### config.mk
export PLATFORM = sky130hd
export DESIGN_NAME = pc_card_bus_steer
export DESIGN_NICKNAME = d
export VERILOG_FILES = /design/src/rtl/pc_card_pkg.sv /design/src/rtl/strobe_sync.sv /design/src/rtl/lane_decode.sv /design/src/rtl/write_capture.sv /design/src/rtl/pc_card_bus_steer.sv
export SDC_FILE = /design/constraint.sdc
export NUM_CORES = 1
export LEC_CHECK = 0
export ABC_AREA = 1
export ABC_CLOCK_PERIOD_IN_PS = 1900
export BUFFER_PORTS_ARGS = -buffer_cell sky130_fd_sc_hd__buf_4
export CORE_AREA = 2 2 87 89
export DETAILED_ROUTE_END_ITERATION = 8
export DIE_AREA = 0 0 89 91
export PLACE_DENSITY = 0.85
export SETUP_SLACK_MARGIN = 0.02
export SYNTH_ARGS = -nofsm -noshare
export SYNTH_HDL_FRONTEND = slang
export SYNTH_SLANG_ARGS = --single-unit
### constraint.sdc
create_clock -name clk -period 1.9 [get_ports clk]
set_clock_uncertainty 0.15 [all_clocks]
set_input_delay 0.095 -clock clk [delete_from_list [all_inputs] [get_ports clk]]
set_output_delay 0.095 -clock clk [all_outputs]
set_load 0.05 [all_outputs]
### src/rtl/pc_card_pkg.sv
package pc_card_pkg;
   typedef struct packed {
      logic [1:0] lane_en;
      logic [1:0] seg_sel;
      logic       lo_from_odd;
   } route_t;
endpackage

### src/rtl/strobe_sync.sv
module strobe_sync #(
   parameter int W       = 1,
   parameter int STAGES  = 2,
   parameter logic [W-1:0] RST_VAL = '1
) (
   input  logic         clk,
   input  logic         rst_n,
   input  logic [W-1:0] d,
   output logic [W-1:0] q
);
   logic [W-1:0] stg [STAGES];

   initial assert (STAGES >= 2) else $error("strobe_sync needs two stages");

   for (genvar i = 0; i < STAGES; i++) begin : g_stage
      always_ff @(posedge clk or negedge rst_n) begin
         if (!rst_n)      stg[i] <= RST_VAL;
         else if (i == 0) stg[i] <= d;
         else             stg[i] <= stg[(i == 0) ? 0 : i-1];
      end
   end

   assign q = stg[STAGES-1];
endmodule

### src/rtl/lane_decode.sv
module lane_decode
   import pc_card_pkg::*;
(
   input  logic   ce1_n,
   input  logic   ce2_n,
   input  logic   a0,
   output route_t route
);
   always_comb begin
      route = '0;
      unique case ({ce1_n, ce2_n})
         2'b00: begin
            route.lane_en = 2'b11;
            route.seg_sel = 2'b11;
         end
         2'b01: begin
            route.lane_en     = 2'b01;
            route.seg_sel     = a0 ? 2'b10 : 2'b01;
            route.lo_from_odd = a0;
         end
         2'b10: begin
            route.lane_en = 2'b10;
            route.seg_sel = 2'b10;
         end
         default: route = '0;
      endcase
   end
endmodule

### src/rtl/write_capture.sv
module write_capture
   import pc_card_pkg::*;
#(
   parameter int ADDR_W = 18
) (
   input  logic              clk,
   input  logic              rst_n,
   input  logic              we_s,
   input  logic              oe_s,
   input  logic              wp_s,
   input  logic              reg_s,
   input  logic [ADDR_W-1:0] addr_q,
   input  route_t            route,
   input  logic [15:0]       host_din,
   output logic [1:0]        seg_we,
   output logic [ADDR_W-1:0] cap_addr,
   output logic              cap_attr,
   output logic [15:0]       wdata,
   output logic              err_flag
);
   logic       we_d;
   logic [1:0] cap_sel;
   logic       cap_lo_odd;
   logic       conflict;
   logic       fall_det, rise_det, blocked;

   assign fall_det = we_d && !we_s;
   assign rise_det = !we_d && we_s;
   assign blocked  = conflict || !oe_s;

   always_ff @(posedge clk or negedge rst_n) begin
      if (!rst_n) begin
         we_d       <= 1'b1;
         cap_sel    <= '0;
         cap_lo_odd <= 1'b0;
         cap_addr   <= '0;
         cap_attr   <= 1'b0;
         conflict   <= 1'b0;
         wdata      <= '0;
         seg_we     <= '0;
         err_flag   <= 1'b0;
      end else begin
         we_d   <= we_s;
         seg_we <= '0;
         if (fall_det) begin
            cap_addr   <= addr_q;
            cap_sel    <= route.seg_sel;
            cap_lo_odd <= route.lo_from_odd;
            cap_attr   <= !reg_s;
            conflict   <= !oe_s;
         end else if (!we_s && !oe_s) begin
            conflict <= 1'b1;
         end
         if (rise_det) begin
            wdata[7:0]  <= host_din[7:0];
            wdata[15:8] <= cap_lo_odd ? host_din[7:0] : host_din[15:8];
            if (blocked)    err_flag <= 1'b1;
            else if (!wp_s) seg_we   <= cap_sel;
         end
      end
   end

   // a strobe lasts a single cycle
   assert_we_single_cycle_R11: assert property (@(posedge clk) disable iff (!rst_n)
      (seg_we != 2'b00) |=> (seg_we == 2'b00));
   // the conflict flag never clears outside reset
   assert_err_sticky_R12: assert property (@(posedge clk) disable iff (!rst_n)
      err_flag |=> err_flag);
   // no strobe follows a cycle with protection active
   assert_wp_blocks_R8: assert property (@(posedge clk) disable iff (!rst_n)
      (seg_we != 2'b00) |-> !$past(wp_s));
endmodule

### src/rtl/pc_card_bus_steer.sv
module pc_card_bus_steer
   import pc_card_pkg::*;
#(
   parameter int ADDR_W       = 18,
   parameter int ATTR_BYTES   = 2048,
   parameter int SECTOR_BYTES = 256,
   parameter int SYNC_STAGES  = 2
) (
   input  logic                  clk,
   input  logic                  rst_n,
   input  logic                  ce1_n,
   input  logic                  ce2_n,
   input  logic                  oe_n,
   input  logic                  we_n,
   input  logic                  reg_n,
   input  logic                  wp,
   input  logic [ADDR_W-1:0]     addr,
   input  logic [15:0]           host_din,
   output logic [15:0]           host_dout,
   output logic [1:0]            host_doe,
   output logic [1:0]            seg_ce,
   output logic [1:0]            seg_re,
   output logic [1:0]            seg_we,
   output logic [ADDR_W-2:0]     seg_addr,
   output logic [15:0]           seg_wdata,
   input  logic [15:0]           seg_rdata,
   output logic                  attr_sel,
   output logic [ADDR_W-$clog2(SECTOR_BYTES)-1:0] wr_sector,
   output logic                  err_flag
);
   localparam int SEG_AW  = ADDR_W - 1;
   localparam int ATTR_AW = $clog2(ATTR_BYTES);
   localparam int SECT_SH = $clog2(SECTOR_BYTES);
   localparam logic [SEG_AW-1:0] ATTR_MASK = SEG_AW'((1 << (ATTR_AW - 1)) - 1);

   initial assert (ADDR_W > SECT_SH && ATTR_AW <= ADDR_W && ATTR_AW >= 2)
      else $error("pc_card_bus_steer: inconsistent address parameters");

   logic [5:0]        raw_ctl, sync_ctl;
   logic              ce1_s, ce2_s, oe_s, we_s, reg_s, wp_s;
   logic [ADDR_W-1:0] addr_q, cap_addr;
   logic              cap_attr, rd_act, wr_act, use_attr;
   logic [SEG_AW-1:0] base_addr;
   route_t            route;

   assign raw_ctl = {ce1_n, ce2_n, oe_n, we_n, reg_n, wp};

   strobe_sync #(.W(6), .STAGES(SYNC_STAGES), .RST_VAL(6'b111110)) u_sync (
      .clk(clk), .rst_n(rst_n), .d(raw_ctl), .q(sync_ctl));

   assign {ce1_s, ce2_s, oe_s, we_s, reg_s, wp_s} = sync_ctl;

   always_ff @(posedge clk or negedge rst_n) begin
      if (!rst_n) addr_q <= '0;
      else        addr_q <= addr;
   end

   lane_decode u_dec (.ce1_n(ce1_s), .ce2_n(ce2_s), .a0(addr_q[0]), .route(route));

   write_capture #(.ADDR_W(ADDR_W)) u_wr (
      .clk(clk), .rst_n(rst_n), .we_s(we_s), .oe_s(oe_s), .wp_s(wp_s),
      .reg_s(reg_s), .addr_q(addr_q), .route(route), .host_din(host_din),
      .seg_we(seg_we), .cap_addr(cap_addr), .cap_attr(cap_attr),
      .wdata(seg_wdata), .err_flag(err_flag));

   assign wr_act   = seg_we != 2'b00;
   assign rd_act   = !oe_s && we_s;
   assign seg_re   = rd_act ? route.seg_sel : 2'b00;
   assign host_doe = rd_act ? route.lane_en : 2'b00;
   assign seg_ce   = seg_re | seg_we;

   assign use_attr  = wr_act ? cap_attr : !reg_s;
   assign base_addr = wr_act ? cap_addr[ADDR_W-1:1] : addr_q[ADDR_W-1:1];
   assign seg_addr  = use_attr ? (base_addr & ATTR_MASK) : base_addr;
   assign attr_sel  = use_attr;
   assign wr_sector = cap_addr[ADDR_W-1:SECT_SH];

   assign host_dout[7:0]  = route.lo_from_odd ? seg_rdata[15:8] : seg_rdata[7:0];
   assign host_dout[15:8] = seg_rdata[15:8];

   // deselected card drives nothing
   assert_deselect_quiet_R4: assert property (@(posedge clk) disable iff (!rst_n)
      (ce1_s && ce2_s) |-> (host_doe == 2'b00 && seg_re == 2'b00));
   // bus floats while output enable is inactive
   assert_oe_gates_bus_R5: assert property (@(posedge clk) disable iff (!rst_n)
      oe_s |-> (host_doe == 2'b00));
endmodule

==> reports/qor.yml, run 1 <==
sta:
  max_freq_mhz: 544
  final_hold_viol_count: 0
  setup_tns_ns: 0
  grt_setup_unrepaired: "true"
  relSlewSlack_pct: 61.2
  fin_ws_ns: 0.0625
  tightest_slew_ns: 0.582
  fin_crit_sh_pct: 96.7
  setup_violations: 0
  drv_slew: 0
  layout_min_cycle_time_ns: 1.84
yosys:
  synth_fp_nets: 394
  ys_warn_count: 0
  yosysTopAreaCell: "dfrtp_1"
  synth_top_area_share_pct: 49.8
  ys_ff_latch: 72
  synthCells: 336
  synth_area_leaders: "dfrtp_1, nand2_1, dfstp_2"
  synth.avg_cell_area_sq_um: 9.12
  synth.distinct_cells: 20
  ys_seq_area_share_pct: 59.2
  netlist_area_sq_um: 3060
critical_path:
  worstPathRequired_ns: 1.97
  crit_family: "flip-flops"
  path_buf_inv: 1
  slowest_delay_ns: 0.71
  endpoint_kind: "flip-flop"
  crit_type: "reg2reg"
  crit_slowest_cell: "dfrtp_1"
  ff2ff_path_depth: 4
  cp_max_fo: 17
  reg2reg_from: "u_wr.cap_lo_odd"
  crit_arrival_ns: 1.91
  startpoint_type: "flip-flop"
  rr_endpoint: "u_wr.wdata[9]"
  rrSetupSlack_ns: 0.06
  path_cells: "nand2_1 > o211ai_1 > dlygate4sd3_1 > nand2_1"
  path_common_cell: "nand2_1"
status:
  status: "finished clean"
cells_and_area:
  final_core_util_pct: 65.5
  drive_gt1_share_pct: 36.1
  stdcell_area_sq_um: 4670
  register_area_sq_um: 1820
  fillCellCount: 585
  final_cell_mix: "nand2_1, buf_4, dfrtp_1, dlygate4sd3_1, inv_1"
  final_cells: 604
  multi_input_area_sq_um: 911
  layout_commonest_cell: "nand2_1"
  syn2layout_area_growth_pct: 52.5
  fin_nets: 557
clock_tree:
  clockBufferDepth: 2
  cts-root-buf: "clkbuf_8"
  cts_buffers: 9
  cts_sinks: 72
  cts_max_level: 3
  path_clk_slew_ns: 0.07
  clock_latency_ns: 0.33
  cts_tree: "yes"
floorplanning:
  fp.dieW_um: 89
  dieHeight_um: 91
  die-area_sq_um: 8100
  io_pins: 127
  core-area_sq_um: 7140
  start_util_pct: 42.9
  rows: 31
detailed_routing:
  avgViaCountPerCell: 4.48
  drcViolationCount: 0
  via_count: 2707
  ant_nets: 0
  drt_iter0_drc: 44
  dr.pass1.iters: 4
  wirelength_um: 7520
  wl_per_cell_um: 12.4
grt:
  grt_max_degree: 38
  grt_pass1_wl_um: 12200
  grt_pass1_vias: 2763
  grtUsageTotal_pct: 19.4
  grt_overflow: 0
  antenna_found_initial: 0
pwr:
  irDropWorstVdd_uv: 476
  p_per_area_nw_per_um2: 836
  cellLeakagePower_nw: 2.47
flow_run:
  cap_violations: 0
worst_hold_path:
  hold_path.class: "in2async"
placed_design:
  portBuffers: 126
  dp.final_hpwl_um: 4970
  gp_congestion: 0.736
  place_ws_ns: 0.390
  dp_cells: 538
  placed_cell_area_sq_um: 4000
-- cells by family after synthesis --
group / synth area share [%]
buffers and inverters: 11.5
and+or+nand+nor: 19.3
DFF: 59.2
AOI/OAI and AO/OA: 9.96
-- repair_timing --
item,CTS,global route
hold endpoints to repair,101,0
gates resized for setup,1,6
pin swaps,0,1
buffers inserted,0,3
hold buffers,46,0
setup endpoints to repair,1,19
-- cell usage after synthesis, drive strengths merged --
cell type / count
nor2: 9
dfrtp: 61
nand3: 1
o21bai: 1
o21ai: 40
o211ai: 8
dfstp: 11
buf: 28
nand2: 138
clkbuf: 1
inv: 38
-- cell type report --
type / count / share of cell area (%)
clock inverters: 4 / 0.482
multi-input cells: 197 / 19.5
inverters: 38 / 3.05
clock buffers: 12 / 3.11
well taps: 99 / 2.65
repair buffers: 181 / 32.3
diodes: 1 / 0.0535
flip-flops and latches: 72 / 38.8
-- state kept, by name, indices dropped and copies added (netlist names) --
| name | flops |
|---|---|
| u_wr.we_d | 1 |
| u_sync.stg | 6 |
| u_wr.err_flag | 1 |
| u_wr.cap_lo_odd | 1 |
| u_wr.cap_attr | 1 |
| u_wr.wdata | 16 |
| u_wr.seg_we | 2 |
| u_wr.cap_sel | 2 |
| addr_q | 18 |
| u_sync.q | 6 |
| u_wr.cap_addr | 17 |
| u_wr.conflict | 1 |
-- worst max-delay path by stage --
stage | startpoint | end | cells past startpoint
finish | u_wr.cap_lo_odd | u_wr.wdata[9] | 4
global route | u_wr.cap_lo_odd | u_wr.wdata[13] | 4
CTS | u_sync.q[2] | u_wr.wdata[14] | 6
detailed placement | u_sync.q[4] | host_dout[7] | 5
global placement | u_sync.q[4] | host_dout[5] | 5
floorplan | u_sync.q[2] | seg_ce[0] | 4
-- per-stage QoR --
stage	hold slack, ns	power [mW]
final	0.114	3.91
after global routing	0.145	4.11
after CTS	0.113	3.94
after detailed placement	-0.0645	2.81
after global placement	-0.0652	2.79
after floorplan	-0.351	2.47
-- where the power goes --
group | switching, mW | internal [mW] | leakage [nW]
registers | 0.0889 | 1.68 | 0.854
logic | 0.705 | 0.391 | 1.53
clock network | 0.537 | 0.504 | 0.0861
-- routing by layer --
| layer | GRT usage (%) | part of all wire, % | wire length (um) |
|---|---|---|---|
| met1 | 22.1 | 39 | 2960 |
| met4 | 8.33 | 1.6 | 121 |
| met5 | 0 | 0 | 0 |
| met2 | 34.1 | 55 | 4170 |
| met3 | 4.36 | 3.6 | 271 |
Note: power is estimated with default switching activity, not from simulation.
==> inputs of run 2 (changes only) <==
- CORE_AREA: 2 2 87 89 -> 2 2 98 100
- DIE_AREA: 0 0 89 91 -> 0 0 100 102
- PLACE_DENSITY: 0.85 -> 0.72
- SYNTH_HIERARCHICAL: not set -> 1
==> run 2 against run 1 <==
Effect of this change:
- total power is 7.8% higher
- clock-buffer cell count down 3
- largest cell class unchanged
- synthesized cell count rose by 8.9%
- sequential power is essentially flat
- worst hold slack lost 0.036 ns
- non-clock buffer count shrank 1
- die area increased by 26%
- final cell count is 7.3% higher
- sequential cell count unchanged
- combinational power is essentially flat
- global-route usage shrank 3.3 points
- clock power rose by 27%
==> reports/qor.yml, run 2 <==
status:
  status: "finished clean"
cells_and_area:
  top_register: "addr_q"
  fillCellCount: 836
  diodes: 0
  top_regs: "addr_q: 18 flops, u_wr/cap_addr: 17 flops, u_wr/wdata: 16 flops"
  syn2layout_area_growth_pct: 57.2
  largest_register_ffs: 18
  register_area_sq_um: 1820
  multi_input_area_sq_um: 1010
  fin_nets: 590
  layout_commonest_cell: "nand2_1"
  final_cell_mix: "nand2_1, buf_4, dfrtp_1, dlygate4sd3_1, inv_1"
  drive_gt1_share_pct: 35.2
floorplanning:
  core-area_sq_um: 9110
  start_util_pct: 33.8
  rows: 35
  die-area_sq_um: 10200
  dieHeight_um: 102
  fp.dieW_um: 100
  io_pins: 127
critical_path:
  worstPathRequired_ns: 1.65
  crit_arrival_ns: 1.63
  rrSetupSlack_ns: 0.33
  reg2reg_from: "u_wr/we_d"
  startpoint_type: "flip-flop"
  rr_endpoint: "u_wr/cap_addr[17]"
  crit_type: "reg2out"
  cp_max_fo: 8
  ff2ff_path_depth: 5
  endpoint_kind: "output pin"
worst_hold_path:
  hold_path.class: "in2async"
clock_tree:
  clock_latency_ns: 0.34
  cts-root-buf: "clkbuf_8"
  cts_sinks: 72
  cts_max_level: 3
  cts_tree: "yes"
  clockBufferDepth: 2
  path_clk_slew_ns: 0.08
  cts_buffers: 9
pwr:
  cellLeakagePower_nw: 2.65
  irDropWorstVdd_uv: 517
  p_per_area_nw_per_um2: 871
detailed_routing:
  avgViaCountPerCell: 4.36
  drcViolationCount: 0
  drt_iter0_drc: 66
  via_count: 2828
  wl_per_cell_um: 12.8
  ant_nets: 0
  dr.pass1.iters: 4
  wirelength_um: 8280
sta:
  setup_violations: 0
  tightest_slew_ns: 0.419
  fin_ws_ns: 0.0298
  setup_tns_ns: 0
  final_hold_viol_count: 0
  grt_setup_unrepaired: "true"
  drv_slew: 0
  whs_ns: 0.0787
  fin_crit_sh_pct: 98.4
  layout_min_cycle_time_ns: 1.87
  max_freq_mhz: 535
  relSlewSlack_pct: 72.0
placed_design:
  dp.final_hpwl_um: 5290
  gp_congestion: 0.744
  place_ws_ns: 0.279
  portBuffers: 126
grt:
  antenna_found_initial: 0
  grtUsageTotal_pct: 16.0
  grt_pass1_vias: 2748
  grt_pass1_wl_um: 12800
  grt_max_degree: 43
  grt_overflow: 0
yosys:
  netlist_area_sq_um: 3080
  synth.avg_cell_area_sq_um: 8.40
  ys_warn_count: 6
  synth_fp_nets: 424
  synthCells: 366
flow_run:
  cap_violations: 0
==> run 2: repair_timing <==
action,CTS,global route
gates resized for setup,8,16
endpoints found under the hold margin,103,0
setup buffers,2,4
pin swaps,1,2
cloned,1,1
hold buffers,41,0
endpoints found under the setup margin,26,24
==> run 2: worst max-delay path by stage <==
stage / from / endpoint / slack (ns) / depth (start not counted)
floorplan: u_sync/q[2] / seg_ce[0] / -0.17 / 3
global placement: u_wr/seg_we[0] / seg_addr[10] / 0.29 / 6
detailed placement: u_wr/seg_we[0] / seg_addr[14] / 0.28 / 6
CTS: u_sync/q[4] / host_dout[4] / 0.02 / 6
global route: u_sync/q[4] / host_dout[5] / -0.05 / 6
finish: u_sync/q[4] / host_dout[5] / 0.03 / 6
==> run 2: stage by stage <==
step           total power, mW  cell area (sq um)  util [%]  instances
4_1_cts                   4.24               4730      51.9        643
3_3_place_gp              2.81               4040      44.4        583
6_report                  4.21               4840      53.1        648
5_1_grt                   4.43               4840      53.1        648
2_1_floorplan             2.45               3090         -        366
3_5_place_dp              2.83               4040      44.4        583
==> run 2: where the power goes <==
group / switching [mW] / internal, mW / leakage, nW
registers: 0.0893 / 1.68 / 0.851
clock network: 0.575 / 0.741 / 0.110
logic: 0.729 / 0.400 / 1.69
total: 1.39 / 2.82 / 2.65
==> run 2: routing by layer <==
layer  GRT usage (%)  share of wire [%]  routed length [um]
met3            4.92                4.7                 390
met4            6.22                2.2                 179
met1            19.0                 41                3390
met2            27.5                 52                4320
met5               0                  0                   0
==> run 2: area by class of cell <==
| class | count | area share, % |
|---|---|---|
| Clock buffer | 9 | 2.56 |
| Clock inverter | 7 | 1.97 |
| Inverter | 32 | 2.48 |
| Multi-Input combinational cell | 237 | 20.8 |
| Sequential cell | 72 | 37.6 |
| Tap cell | 111 | 2.87 |
| Timing Repair Buffer | 180 | 31.7 |
==> run 2: critical path, cell delays in order (launching register included) <==
cell and delay (ns):
dfstp_2 0.56, nand2_2 0.07, nor2_4 0.16, buf_6 0.16
nand2_1 0.05, o21ai_1 0.11, buf_6 0.19
==> inputs of run 3 (changes only) <==
- ABC_AREA: 1 -> not set
==> run 3 against run 2 <==
Effect of this change:
- combinational power rose by 14%
- utilization rose by 0.82 points
- worst hold slack improved by 0.036 ns
- total power rose by 4.8%
- non-clock buffer count fell by 2
- clock-buffer cell count did not move
- critical path type unchanged
- largest cell class unchanged
- highest routed layer unchanged
==> reports/qor.yml, run 3 <==
critical_path:
  reg2reg_from: "u_wr/we_d"
  path_cells: "and3_4 > mux2_4 > buf_8"
  startpoint_type: "flip-flop"
  rr_endpoint: "u_wr/wdata[15]"
  endpoint_kind: "output pin"
  crit_type: "reg2out"
  slowest_delay_ns: 0.57
  crit_slowest_cell: "dfstp_2"
  path_buf_inv: 1
  crit_family: "flip-flops"
  worstPathRequired_ns: 1.65
  ff2ff_path_depth: 3
  rrSetupSlack_ns: 0.36
  cp_max_fo: 5
  crit_arrival_ns: 1.62
clock_tree:
  cts_sinks: 72
  clockBufferDepth: 2
  clock_latency_ns: 0.34
  cts_max_level: 3
  path_clk_slew_ns: 0.08
  cts-root-buf: "clkbuf_8"
  cts_tree: "yes"
  cts_buffers: 9
cells_and_area:
  diodes: 0
  final_cells: 489
  top_regs: "addr_q: 18 flops, u_wr/cap_addr: 17 flops, u_wr/wdata: 16 flops"
  stdcell_area_sq_um: 4910
  fin_nets: 431
  layout_commonest_cell: "buf_4"
  syn2layout_area_growth_pct: 58.5
  largest_register_ffs: 18
  final_cell_mix: "buf_4, dfrtp_1, dlygate4sd3_1, mux2_2, mux2_4"
  top_register: "addr_q"
  fillCellCount: 798
  drive_gt1_share_pct: 64.6
placed_design:
  gp_congestion: 0.735
  dp.final_hpwl_um: 4540
  dp_cells: 426
  portBuffers: 126
  placed_cell_area_sq_um: 4070
yosys:
  netlist_area_sq_um: 3100
  ys_warn_count: 6
  synth.avg_cell_area_sq_um: 15.0
  synthCells: 206
  synth_fp_nets: 264
sta:
  setup_violations: 0
  setup_tns_ns: 0
  final_hold_viol_count: 0
  grt_setup_unrepaired: "true"
  tightest_slew_ns: 0.472
  layout_min_cycle_time_ns: 1.87
  drv_slew: 0
  whs_ns: 0.114
  relSlewSlack_pct: 68.5
  fin_crit_sh_pct: 98.4
  max_freq_mhz: 535
grt:
  grt_pass1_vias: 2281
  grt_pass1_wl_um: 11200
  grt_max_degree: 38
  antenna_found_initial: 0
  grtUsageTotal_pct: 14.2
  grt_overflow: 0
floorplanning:
  dieHeight_um: 102
  core-area_sq_um: 9110
  start_util_pct: 34.0
  die-area_sq_um: 10200
  io_pins: 127
  fp.dieW_um: 100
  rows: 35
pwr:
  cellLeakagePower_nw: 2.34
  irDropWorstVdd_uv: 375
  clockPowerShare_pct: 29.9
  intPower_mw: 2.99
  p_seq_share_pct: 40.9
  swShare_pct: 32.2
  p_comb_share_pct: 29.2
  power_switching_mw: 1.42
  p_per_area_nw_per_um2: 899
detailed_routing:
  avgViaCountPerCell: 4.40
  wirelength_um: 6900
  via_count: 2152
  ant_nets: 0
  drcViolationCount: 0
  dr.pass1.iters: 3
  wl_per_cell_um: 14.1
  drt_iter0_drc: 49
status:
  status: "finished clean"
worst_hold_path:
  hold_path.class: "in2async"
flow_run:
  cap_violations: 0
-- run 3: through the flow --
step / utilization [%] / worst slack (ns) / power, mW
5_1_grt: 53.9 / -0.0228 / 4.64
3_3_place_gp: 44.7 / 0.165 / 2.99
4_1_cts: 53.7 / -0.0193 / 4.48
6_report: 53.9 / 0.0310 / 4.42
2_1_floorplan: - / -0.0568 / 2.63
3_5_place_dp: 44.7 / 0.137 / 3.01
-- run 3: final cells by class --
class	count	area (sq um)	share of cell area (%)
Clock buffer	9	124	2.52
Clock inverter	7	96.3	1.96
Inverter	7	26.3	0.535
Multi-Input combinational cell	105	1130	23.0
Sequential cell	72	1820	37.0
Tap cell	111	139	2.83
Timing Repair Buffer	178	1580	32.2
-- run 3: power by group through the flow --
stage	registers, mW	clock network (mW)	logic [mW]
after floorplan	2.12	0	0.511
after global placement	1.83	0	1.16
after detailed placement	1.83	0	1.17
after CTS	1.81	1.38	1.29
after global routing	1.83	1.46	1.35
final	1.81	1.32	1.29
-- run 3: what timing repair did --
item,in CTS,in global routing
gates resized for setup,40,4
setup endpoints to repair,24,27
pin swaps,2,2
hold buffers,41,0
gates cloned,2,0
buffers inserted,3,1
endpoints found under the hold margin,105,0
-- run 3: how the worst max path moves through the flow --
stage / from / end / slack, ns / cells past startpoint
2_1_floorplan: u_wr/seg_we[0] / seg_addr[10] / -0.06 / 3
3_3_place_gp: u_sync/q[4] / host_dout[2] / 0.17 / 3
3_5_place_dp: u_sync/q[4] / host_dout[4] / 0.14 / 3
4_1_cts: u_wr/seg_we[1] / seg_addr[3] / -0.02 / 4
5_1_grt: u_sync/q[4] / host_dout[3] / -0.02 / 3
6_report: u_sync/q[4] / host_dout[6] / 0.03 / 3
-- run 3: worst reg2reg max path, cell delays in order, from the launching register on --
cell      delay, ns
dfstp_2        0.54
nand2b_1       0.09
buf_4          0.27
mux2_2         0.38
-- run 3: per-layer routing --
layer | share of wire (%) | track usage, % | up-vias
li1 | - | - | 1026
met1 | 42 | 17.6 | 1045
met2 | 52 | 24.2 | 73
met3 | 5.2 | 4.31 | 8
met4 | 1.1 | 4.32 | 0
met5 | 0 | 0 | -
